`config.mk`:
```
export PLATFORM = sky130hd
export DESIGN_NAME = i2c_result_target
export DESIGN_NICKNAME = d
export VERILOG_FILES = /design/src/rtl/irt_pkg.sv /design/src/rtl/irt_sync.sv /design/src/rtl/irt_bus_cond.sv /design/src/rtl/irt_read_fsm.sv /design/src/rtl/i2c_result_target.sv
export SDC_FILE = /design/constraint.sdc
export NUM_CORES = 1
export LEC_CHECK = 0
export ABC_CLOCK_PERIOD_IN_PS = 2600
export BUFFER_PORTS_ARGS = -buffer_cell sky130_fd_sc_hd__clkbuf_2
export CAP_MARGIN = 20
export CORE_MARGIN = 10
export CORE_UTILIZATION = 55
export DETAILED_ROUTE_END_ITERATION = 10
export PLACE_DENSITY = 0.8
export SLEW_MARGIN = 20
export SYNTH_ARGS = -nofsm -noshare
export SYNTH_HDL_FRONTEND = slang
export SYNTH_HIERARCHICAL = 1
export SYNTH_SLANG_ARGS = --single-unit
```
`constraint.sdc`:
```
create_clock -name clk -period 2.6 [get_ports clk]
set_input_delay 0.39 -clock clk [delete_from_list [all_inputs] [get_ports clk]]
set_output_delay 0.39 -clock clk [all_outputs]
set_load 0.05 [all_outputs]
```
`src/rtl/irt_pkg.sv`:
```
// Package: shared state type and address helper for the read-only I2C result target.
// Assumes 7-bit addressing and 8-bit bus groups.
package irt_pkg;

    typedef enum logic [2:0] {
        ST_IDLE,     // waiting for a START
        ST_ADDR,     // shifting in address and direction
        ST_ACK,      // holding SDA low in the ninth clock
        ST_DATA,     // presenting result bits
        ST_HOST_ACK  // controller drives the ninth bit
    } irt_state_t;

    // Pick the bus address from the strap value.
    function automatic logic [6:0] pick_addr(input logic sel,
                                             input logic [6:0] a_lo,
                                             input logic [6:0] a_hi);
        return sel ? a_hi : a_lo;
    endfunction

endpackage

```
`src/rtl/irt_sync.sv`:
```
// Module: multi-stage synchroniser for asynchronous line inputs.
// Assumes each bit is independent; resets to RESET_VAL (idle bus is high).
module irt_sync #(
    parameter int         WIDTH     = 2,
    parameter int         STAGES    = 2,
    parameter logic       RESET_VAL = 1'b1
) (
    input  logic             clk,
    input  logic             rst_n,
    input  logic [WIDTH-1:0] d_in,
    output logic [WIDTH-1:0] d_out
);

    for (genvar b = 0; b < WIDTH; b++) begin : g_bit
        logic [STAGES-1:0] chain;

        // Shift the raw level through the register chain.
        always_ff @(posedge clk) begin
            if (!rst_n) chain <= {STAGES{RESET_VAL}};
            else        chain <= {chain[STAGES-2:0], d_in[b]};
        end

        assign d_out[b] = chain[STAGES-1];
    end

endmodule

```
`src/rtl/irt_bus_cond.sv`:
```
// Module: edge and bus-condition detector on synchronised SCL/SDA.
// Assumes both inputs come through synchronisers of equal depth.
module irt_bus_cond (
    input  logic clk,
    input  logic rst_n,
    input  logic scl_s,
    input  logic sda_s,
    output logic scl_rise,
    output logic scl_fall,
    output logic start_det,
    output logic stop_det
);

    logic scl_q, sda_q;

    // Keep the previous sample of both lines.
    always_ff @(posedge clk) begin
        if (!rst_n) begin
            scl_q <= 1'b1;
            sda_q <= 1'b1;
        end else begin
            scl_q <= scl_s;
            sda_q <= sda_s;
        end
    end

    // Decode edges and START/STOP from the current and previous samples.
    always_comb begin
        scl_rise  = scl_s & ~scl_q;
        scl_fall  = ~scl_s & scl_q;
        start_det = scl_s & scl_q & sda_q & ~sda_s;
        stop_det  = scl_s & scl_q & ~sda_q & sda_s;
    end

endmodule

```
`src/rtl/irt_read_fsm.sv`:
```
// Module: address check, acknowledge and result shifter for a read-only target.
// Assumes edges and conditions are single-cycle strobes; a STOP outranks a START.
module irt_read_fsm
    import irt_pkg::*;
#(
    parameter int         DATA_W  = 16,
    parameter logic [6:0] ADDR_LO = 7'b0010100,
    parameter logic [6:0] ADDR_HI = 7'b1010100
) (
    input  logic              clk,
    input  logic              rst_n,
    input  logic              sda_s,
    input  logic              scl_rise,
    input  logic              scl_fall,
    input  logic              start_det,
    input  logic              stop_det,
    input  logic              addr_sel,
    input  logic              conv_busy,
    input  logic [DATA_W-1:0] result,
    output logic              drive_low,
    output logic              done
);

    localparam int NBYTES = DATA_W / 8;
    localparam int BYTE_W = (NBYTES > 1) ? $clog2(NBYTES) : 1;
    localparam logic [BYTE_W-1:0] LAST_BYTE = BYTE_W'(NBYTES - 1);

    irt_state_t        state;
    logic [7:0]        in_sr;
    logic [3:0]        in_cnt;
    logic [DATA_W-1:0] out_sr;
    logic [2:0]        bit_cnt;
    logic [BYTE_W-1:0] byte_cnt;
    logic              host_ack;
    logic              addr_hit;

    // Compare the received address with the strap-selected one.
    assign addr_hit = (in_sr[7:1] == pick_addr(addr_sel, ADDR_LO, ADDR_HI));

    // Sequence address reception, acknowledge and data output.
    always_ff @(posedge clk) begin
        if (!rst_n) begin
            state     <= ST_IDLE;
            in_sr     <= '0;
            in_cnt    <= '0;
            out_sr    <= '0;
            bit_cnt   <= '0;
            byte_cnt  <= '0;
            host_ack  <= 1'b0;
            drive_low <= 1'b0;
            done      <= 1'b0;
        end else begin
            done <= 1'b0;
            if (stop_det) begin
                if (state inside {ST_ACK, ST_DATA, ST_HOST_ACK}) done <= 1'b1;
                state     <= ST_IDLE;
                drive_low <= 1'b0;
            end else if (start_det) begin
                state     <= ST_ADDR;
                in_cnt    <= '0;
                drive_low <= 1'b0;
            end else begin
                case (state)
                    ST_ADDR: begin
                        if (scl_rise && in_cnt < 4'd8) begin
                            in_sr  <= {in_sr[6:0], sda_s};
                            in_cnt <= in_cnt + 4'd1;
                        end else if (scl_fall && in_cnt == 4'd8) begin
                            if (addr_hit && in_sr[0] && !conv_busy) begin
                                drive_low <= 1'b1;
                                out_sr    <= result;
                                state     <= ST_ACK;
                            end else begin
                                state <= ST_IDLE;
                            end
                        end
                    end
                    ST_ACK: begin
                        if (scl_fall) begin
                            drive_low <= ~out_sr[DATA_W-1];
                            bit_cnt   <= '0;
                            byte_cnt  <= '0;
                            state     <= ST_DATA;
                        end
                    end
                    ST_DATA: begin
                        if (scl_fall) begin
                            out_sr  <= out_sr << 1;
                            bit_cnt <= bit_cnt + 3'd1;
                            if (bit_cnt == 3'd7) begin
                                drive_low <= 1'b0;
                                state     <= ST_HOST_ACK;
                            end else begin
                                drive_low <= ~out_sr[DATA_W-2];
                            end
                        end
                    end
                    ST_HOST_ACK: begin
                        if (scl_rise) begin
                            host_ack <= ~sda_s;
                        end else if (scl_fall) begin
                            if (host_ack && byte_cnt != LAST_BYTE) begin
                                byte_cnt  <= byte_cnt + 1'b1;
                                bit_cnt   <= '0;
                                drive_low <= ~out_sr[DATA_W-1];
                                state     <= ST_DATA;
                            end else begin
                                done  <= 1'b1;
                                state <= ST_IDLE;
                            end
                        end
                    end
                    default: state <= ST_IDLE;
                endcase
            end
        end
    end

endmodule

```
`src/rtl/i2c_result_target.sv`:
```
// Module: top of the read-only I2C result target.
// Assumes the system clock is at least eight times the SCL rate and an external pull-up on SDA.
module i2c_result_target #(
    parameter int         DATA_W      = 16,
    parameter int         SYNC_STAGES = 2,
    parameter logic [6:0] ADDR_LO     = 7'b0010100,
    parameter logic [6:0] ADDR_HI     = 7'b1010100
) (
    input  logic              clk,
    input  logic              rst_n,
    input  logic              scl_in,
    input  logic              sda_in,
    input  logic              addr_sel,
    input  logic              conv_busy,
    input  logic [DATA_W-1:0] result,
    output logic              sda_drive_low,
    output logic              read_done
);

    logic scl_s, sda_s;
    logic scl_rise, scl_fall, start_det, stop_det;

    irt_sync #(.WIDTH(2), .STAGES(SYNC_STAGES), .RESET_VAL(1'b1)) u_sync (
        .clk   (clk),
        .rst_n (rst_n),
        .d_in  ({scl_in, sda_in}),
        .d_out ({scl_s, sda_s})
    );

    irt_bus_cond u_cond (
        .clk       (clk),
        .rst_n     (rst_n),
        .scl_s     (scl_s),
        .sda_s     (sda_s),
        .scl_rise  (scl_rise),
        .scl_fall  (scl_fall),
        .start_det (start_det),
        .stop_det  (stop_det)
    );

    irt_read_fsm #(.DATA_W(DATA_W), .ADDR_LO(ADDR_LO), .ADDR_HI(ADDR_HI)) u_fsm (
        .clk       (clk),
        .rst_n     (rst_n),
        .sda_s     (sda_s),
        .scl_rise  (scl_rise),
        .scl_fall  (scl_fall),
        .start_det (start_det),
        .stop_det  (stop_det),
        .addr_sel  (addr_sel),
        .conv_busy (conv_busy),
        .result    (result),
        .drive_low (sda_drive_low),
        .done      (read_done)
    );

endmodule

```
==> impl_metrics.ini, run 1 <==
[cts]
cts_setup_buffers = 0
numCtsBuffers = 5
cts_tree = done
clock-root-buffer = clkbuf_8
path_clk_slew_ns = 0.08
cts.repair.resized = 0
h-tree-depth = 2
clock_latency_ns = 0.30
clock-sinks = 44
clockBufferDepth = 2
ctsHoldBuffers = 0

[status]
status = completed

[timing]
setup_viol = 0
hold_viol = 0
rsz0062_at_grt = no
fin_crit_ns = 2.079
worstMarginPinSlew_ns = 0.6447
finalClockSkew_ns = 0.005957
fmax_mhz = 480.9
relSlewSlack_pct = 56.92
tns_ns = 0
drv_slew = 0
final.period_utilization_pct = 79.98

[layout]
drive_gt1_share_pct = 16.97
fillers = 350
n_antenna_cell = 0
fin_nets = 296
fin_util_pct = 63.97
multiInputGateArea_um2 = 1175
seq_area_um2 = 880.8
area_growth_pct = 10.32

[synthesis]
seq_area_frac_synth_pct = 40.58
synth_top_family_by_area = simple AND/OR/NAND/NOR gates
syn_inst = 253
synth_compound_area_share_pct = 18.90
syn_nets = 279
yosys.area_share.simple_pct = 31.12
synth-edff-count = 0
synth.cell_area_um2 = 2171
synthAdderAreaFrac_pct = 2.305
synth_mux_area_share_pct = 1.383
ys_ff_latch = 44
synth_async_sr_flop_share_pct = 0
syn_area_per_cell_um2 = 8.580
yosys.area.top_type = dfxtp_1
synth_cell_types = 42
synth_top_cell_area_share_pct = 40.58
ys.flop_type = dfxtp_1
ys_top_cells_by_area = dfxtp_1, nand3_1, nand2_1
yosys_warnings = 6
synthXorXnorAreaFrac_pct = 0.4035

[critical_path]
worst_ep_required_time_ns = 2.82
critPathKind = reg -> reg
crit_path_end_kind = flip-flop
timing.rr.start = u_sync/g_bit[0].chain[1]$_SDFF_PN1_
setup.worst_path.start_class = flip-flop
critPathLaunch = u_sync/g_bit[0].chain[1]$_SDFF_PN1_
regToRegSetupSlack_ns = 0.52
rr_worst_depth = 8
arrival_ns = 2.30
regToRegEndpoint = u_fsm/out_sr[0]$_SDFFE_PN0P_
crit_end = u_fsm/out_sr[0]$_SDFFE_PN0P_
crit_fanout = 32

[floorplan]
rows = 22
dieArea_um2 = 6860
core_area_um2 = 3744
die_height_um = 82.83
initial_core_util_pct = 57.99
ios = 24
die_w_um = 82.83

[power]
power_density_nw_per_um2 = 546.6
vdd_drop_max_mv = 0.3974
p_leak_nw = 1.093

[hold_path]
hold_depth = 2
hp-class = in -> reg

[grt]
grt_overflow = 0
grt_first_pass_wirelength_mm = 7.452
grt_usage_pct = 12.23
grt_pass1_vias = 1728
grt_antenna_before_repair = 0
grt_max_degree = 33

[route]
vias = 1816
avgRoutedWirePerCell_um = 13.34
ant_nets = 0
drt_iter0_markers = 155
firstDrtPassIters = 4
routed_wirelength_mm = 4.256
via_per_inst = 5.693
drc = 0

[flow_run]
drv_cap = 0

[placement]
io_buffers = 23
hpwl_mm = 3.017
routabilityCongestion = 0.8691
-- per-stage QoR --
stage	area (um^2)	hold WS, ns	setup WS [ns]	power (W)	cells
floorplan	2171	0.3863	0.6540	0.0007735	253
global placement	2283	0.3894	0.5518	0.0008051	311
detailed placement	2283	0.3967	0.4978	0.0008067	311
CTS	2395	0.2611	0.5175	0.001321	319
global route	2395	0.2678	0.3786	0.001356	319
finish	2395	0.2679	0.5206	0.001309	319
-- routing by layer --
| layer | part of all wire, % | GRT usage, % | up-vias |
|---|---|---|---|
| met5 | 0 | 0 | - |
| met4 | 1.5 | 4.308 | 0 |
| met3 | 5.1 | 3.711 | 7 |
| met2 | 46 | 18.92 | 44 |
| met1 | 48 | 15.55 | 845 |
| li1 | - | - | 920 |
-- worst min-delay path by stage --
stage	start	to	slack (ns)
after floorplan	u_sync/g_bit[0].chain[0]$_SDFF_PN1_	u_sync/g_bit[0].chain[1]$_SDFF_PN1_	0.39
after global placement	u_sync/g_bit[1].chain[0]$_SDFF_PN1_	u_sync/g_bit[1].chain[1]$_SDFF_PN1_	0.39
after detailed placement	u_sync/g_bit[1].chain[0]$_SDFF_PN1_	u_sync/g_bit[1].chain[1]$_SDFF_PN1_	0.40
after CTS	sda_in	u_sync/g_bit[0].chain[0]$_SDFF_PN1_	0.26
after global routing	scl_in	u_sync/g_bit[1].chain[0]$_SDFF_PN1_	0.27
final	sda_in	u_sync/g_bit[0].chain[0]$_SDFF_PN1_	0.27
-- where the power goes --
part | internal [W] | switching (W) | total [W]
Clock | 0.000284 | 0.000234 | 0.000518
Combinational | 0.0000438 | 0.0000609 | 0.000105
Sequential | 0.000681 | 0.00000589 | 0.000686
-- flip-flops by register name, indices dropped and copies added (netlist names) --
| register | count |
|---|---|
| u_fsm/in_cnt | 4 |
| u_fsm/bit_cnt | 3 |
| u_fsm/out_sr | 16 |
| u_sync/g_bit.chain | 4 |
| u_fsm/byte_cnt | 1 |
| u_fsm/host_ack | 1 |
| u_cond/sda_q | 1 |
| u_fsm/drive_low | 1 |
| u_fsm/state | 3 |
| u_cond/scl_q | 1 |
| u_fsm/done | 1 |
| u_fsm/in_sr | 8 |
-- synthesized netlist by cell type (2+ instances only) --
library cell / n
or2_2: 3
a21oi_1: 8
o21ai_0: 6
and4b_1: 2
inv_1: 4
o211a_1: 15
ha_1: 4
buf_2: 4
nand2b_1: 8
nand3b_1: 2
mux2i_1: 3
nor3b_2: 2
clkbuf_1: 6
a211oi_1: 2
buf_6: 2
nor2_1: 10
nand2_1: 43
dfxtp_1: 44
buf_1: 2
nor3_1: 3
nand3_1: 34
nor2b_1: 11
buf_4: 3
a22oi_1: 3
a21boi_0: 12
-- cells in the final DEF, fill, tap and decap left out, types with 2 or more instances in the layout --
cell type | synthesis | final
mux2i_1 | 3 | 3
ha_1 | 4 | 4
nand3b_1 | 2 | 2
nor3_1 | 3 | 3
o21ai_0 | 6 | 6
a21oi_1 | 8 | 8
o211a_1 | 15 | 15
nor2b_1 | 11 | 11
clkbuf_2 | 1 | 23
a22oi_1 | 3 | 3
a21boi_0 | 12 | 12
a211oi_1 | 2 | 2
inv_1 | 4 | 4
or2_2 | 3 | 3
clkbuf_8 | 0 | 5
nor3b_2 | 2 | 2
nor2_1 | 10 | 10
nand2_1 | 43 | 43
and4b_1 | 2 | 2
dfxtp_1 | 44 | 44
buf_4 | 3 | 5
nand3_1 | 34 | 34
nand2b_1 | 8 | 8
-- cell families (layout without fill, tap and decap cells) --
| logic type | after synthesis | count (layout) |
|---|---|---|
| and+or+nand+nor | 128 | 128 |
| AOI/OAI and AO/OA | 51 | 51 |
| DFF | 44 | 44 |
| buffers and inverters | 22 | 40 |
| adders and majority gates | 4 | 4 |
| muxes | 3 | 3 |
| xor gates and xnor gates | 1 | 1 |
-- cell type report --
cell class,count,share of cell area (%)
clock buffers,5,2.874
clock inverters,3,1.776
inverters,4,0.6270
multi-input cells,187,49.06
flip-flops and latches,44,36.78
well taps,48,2.508
repair buffers,28,6.374
-- worst max-delay path: stages (launching register included) --
cell and delay, ns:
dfxtp_1 0.38, and4b_1 0.26, nor2_1 0.12, buf_4 0.14, nand2_1 0.16, a2111oi_4 0.30, buf_4 0.34, nand3_1 0.11
a21boi_0 0.19
Note: power is estimated with default switching activity, not from simulation.
==> run 2, diff against run 1 <==
Settings changed: ABC_AREA from default to 1, ABC_CLOCK_PERIOD_IN_PS 2600 to 1700, CORE_UTILIZATION 55 to 53.
Clock period 2.6 ns to 1.7 ns, I/O delays scaled along.
==> impl_metrics.ini, run 2 <==
[power]
p_leak_nw = 1.269
power_density_nw_per_um2 = 1230
vdd_drop_max_mv = 0.6614
p_sw_share_pct = 38.61
combPwrFrac_pct = 38.6
power.switching_w = 0.001268
power.internal_w = 0.002016
p_clk_share_pct = 20.1
seq_power_share_pct = 41.2

[timing]
hold_ws_ns = 0.1255
worstMarginPinSlew_ns = 0.4152
final.period_utilization_pct = 90.93
fin_crit_ns = 1.546
rsz0062_at_grt = no
tns_ns = 0
finalClockSkew_ns = 0.004818
fmax_mhz = 646.9
relSlewSlack_pct = 72.03
drv_slew = 0
hold_viol = 0
setup_viol = 0

[critical_path]
critPathKind = reg -> reg
path_buf_inv = 2
arrival_ns = 1.74
crit_fanout = 16
worstPathCellList = inv_1, ha_1, nand2_1, nor2_2, o21ai_2, nor2_4, and2_1, buf_12, nor2_1, nor2_1
slowest_delay_ns = 0.36
path_common_cell = nor2_1
regToRegSetupSlack_ns = 0.15
timing.rr.start = u_fsm/in_cnt[0]$_SDFFE_PN0P_
worst_ep_required_time_ns = 1.89
critPathTopFamily = simple AND/OR/NAND/NOR gates
slowest_stage = dfxtp_1
regToRegEndpoint = u_fsm/out_sr[15]$_SDFFE_PN0P_
crit_path_end_kind = flip-flop
rr_worst_depth = 10
setup.worst_path.start_class = flip-flop

[synthesis]
synth_top_cell_area_share_pct = 37.39
yosys_warnings = 6
ys_ff_latch = 44
synth_cell_types = 29
syn_area_per_cell_um2 = 6.563
seq_area_frac_synth_pct = 37.39
syn_nets = 385
syn_inst = 359
synth_async_sr_flop_share_pct = 0
ys_top_cells_by_area = dfxtp_1, nand2_1, nor2_1
ys.flop_type = dfxtp_1
yosysMostFrequentCell = nand2_1
synth.cell_area_um2 = 2356
ys_top_cells_by_count = nand2_1, dfxtp_1, nor2_1
synth-edff-count = 0
yosys.area.top_type = dfxtp_1

[cts]
cts_tree = done
clock-root-buffer = clkbuf_8
cts_setup_buffers = 0
h-tree-depth = 2
clock_latency_ns = 0.29
clock-sinks = 44
numCtsBuffers = 5
path_clk_slew_ns = 0.08
clockBufferDepth = 2

[layout]
regMostFlops = u_fsm/out_sr
reg_top3 = u_fsm/out_sr (16), u_fsm/in_sr (8)
final_cell_mix = nand2_1, dfxtp_1, nor2_1, inv_1, nor2_2
n_antenna_cell = 0
fin_nets = 414
fillers = 416
layout_commonest_cell = nand2_1
area_growth_pct = 13.33
drive_gt1_share_pct = 20.57
largest_reg_flops = 16

[grt]
grt_usage_pct = 14.13
grt_overflow = 0
grt_antenna_before_repair = 0
grt_pass1_vias = 2171
grt_max_degree = 19
grt_first_pass_wirelength_mm = 8.942

[hold_path]
worstHoldEndpoint = u_sync/g_bit[1].chain[0]$_SDFF_PN1_
hold_depth = 3
hold_start = scl_in
hp-class = in -> reg

[flow_run]
drv_cap = 0

[placement]
io_buffers = 23
hpwl_mm = 3.698
routabilityCongestion = 0.9138

[floorplan]
die_height_um = 86.68
dieArea_um2 = 7513
rows = 24
ios = 24
initial_core_util_pct = 54.48
core_area_um2 = 4324
die_w_um = 86.68

[route]
avgRoutedWirePerCell_um = 11.33
ant_nets = 0
vias = 2256
firstDrtPassIters = 4
via_per_inst = 5.116
routed_wirelength_mm = 4.995
drc = 0
drt_iter0_markers = 152

[status]
status = completed
[run 2: worst max-delay path by stage]
stage	depth (start not counted)	startpoint	endpoint
3_5_place_dp	10	u_sync/g_bit[0].chain[1]$_SDFF_PN1_	u_fsm/out_sr[4]$_SDFFE_PN0P_
3_3_place_gp	10	u_sync/g_bit[1].chain[1]$_SDFF_PN1_	u_fsm/in_sr[2]$_SDFFE_PN0P_
5_1_grt	10	u_sync/g_bit[0].chain[1]$_SDFF_PN1_	u_fsm/out_sr[15]$_SDFFE_PN0P_
2_1_floorplan	11	u_sync/g_bit[1].chain[1]$_SDFF_PN1_	u_fsm/out_sr[14]$_SDFFE_PN0P_
4_1_cts	10	u_sync/g_bit[0].chain[1]$_SDFF_PN1_	u_fsm/out_sr[15]$_SDFFE_PN0P_
6_report	10	u_fsm/in_cnt[0]$_SDFFE_PN0P_	u_fsm/out_sr[15]$_SDFFE_PN0P_
[run 2: worst register-to-register path, delay by kind of cell, from the launching register on]
kind            cells  cell delay (ns)
simple gates        6             0.50
flops               1             0.36
buf+inv             2             0.24
fa+ha+maj           1             0.21
compound gates      1             0.15
[run 2: cell families (layout without fill, tap and decap cells)]
kind of cell,Yosys count,in the layout,synth area share (%)
AND/OR/NAND/NOR,230,230,44.19
buffers and inverters,50,80,9.346
flip-flops,44,44,37.39
AO/OA/AOI/OAI,31,31,6.957
adder cells (fa/ha/maj),4,4,2.124
[run 2: stage by stage]
step                      worst slack [ns]  power [W]  utilization (%)  instances  instance area, um^2
after floorplan                    0.05017   0.002342                -        359                 2356
after global placement              0.1192   0.002581            59.14        433                 2557
after detailed placement           0.06514   0.002620            59.14        433                 2557
after CTS                          0.04253   0.003289            61.23        441                 2648
after global routing              0.009301   0.003536            61.75        441                 2670
final                               0.1542   0.003284            61.75        441                 2670
[run 2: cell type report]
class	instances	area (um^2)	area share, %
Clock buffer	8	90.09	3.374
Inverter	37	141.4	5.295
Multi-Input combinational cell	265	1270	47.56
Sequential cell	44	885.9	33.18
Tap cell	52	65.06	2.437
Timing Repair Buffer	35	217.7	8.154
[run 2: metal layers]
| layer | track usage [%] | share of wire (%) | up-vias |
|---|---|---|---|
| met5 | 0 | 0 | - |
| met4 | 5.449 | 1.5 | 0 |
| met3 | 3.283 | 3.9 | 6 |
| met2 | 25.37 | 49 | 39 |
| met1 | 15.63 | 46 | 1036 |
| li1 | - | - | 1175 |
[run 2: repair_timing]
item | 4_1_cts | 5_1_grt
endpoints found under the setup margin | 0 | 33
gates resized for setup | 0 | 12
hold buffers | 0 | 0
[run 2: power by group through the flow]
stage	Clock, W	Sequential (W)	Combinational, W
floorplan	0	0.00138	0.000957
detailed placement	0	0.00137	0.00125
global placement	0	0.00136	0.00122
global route	0.000712	0.00138	0.00145
finish	0.000662	0.00135	0.00127
CTS	0.000679	0.00135	0.00126
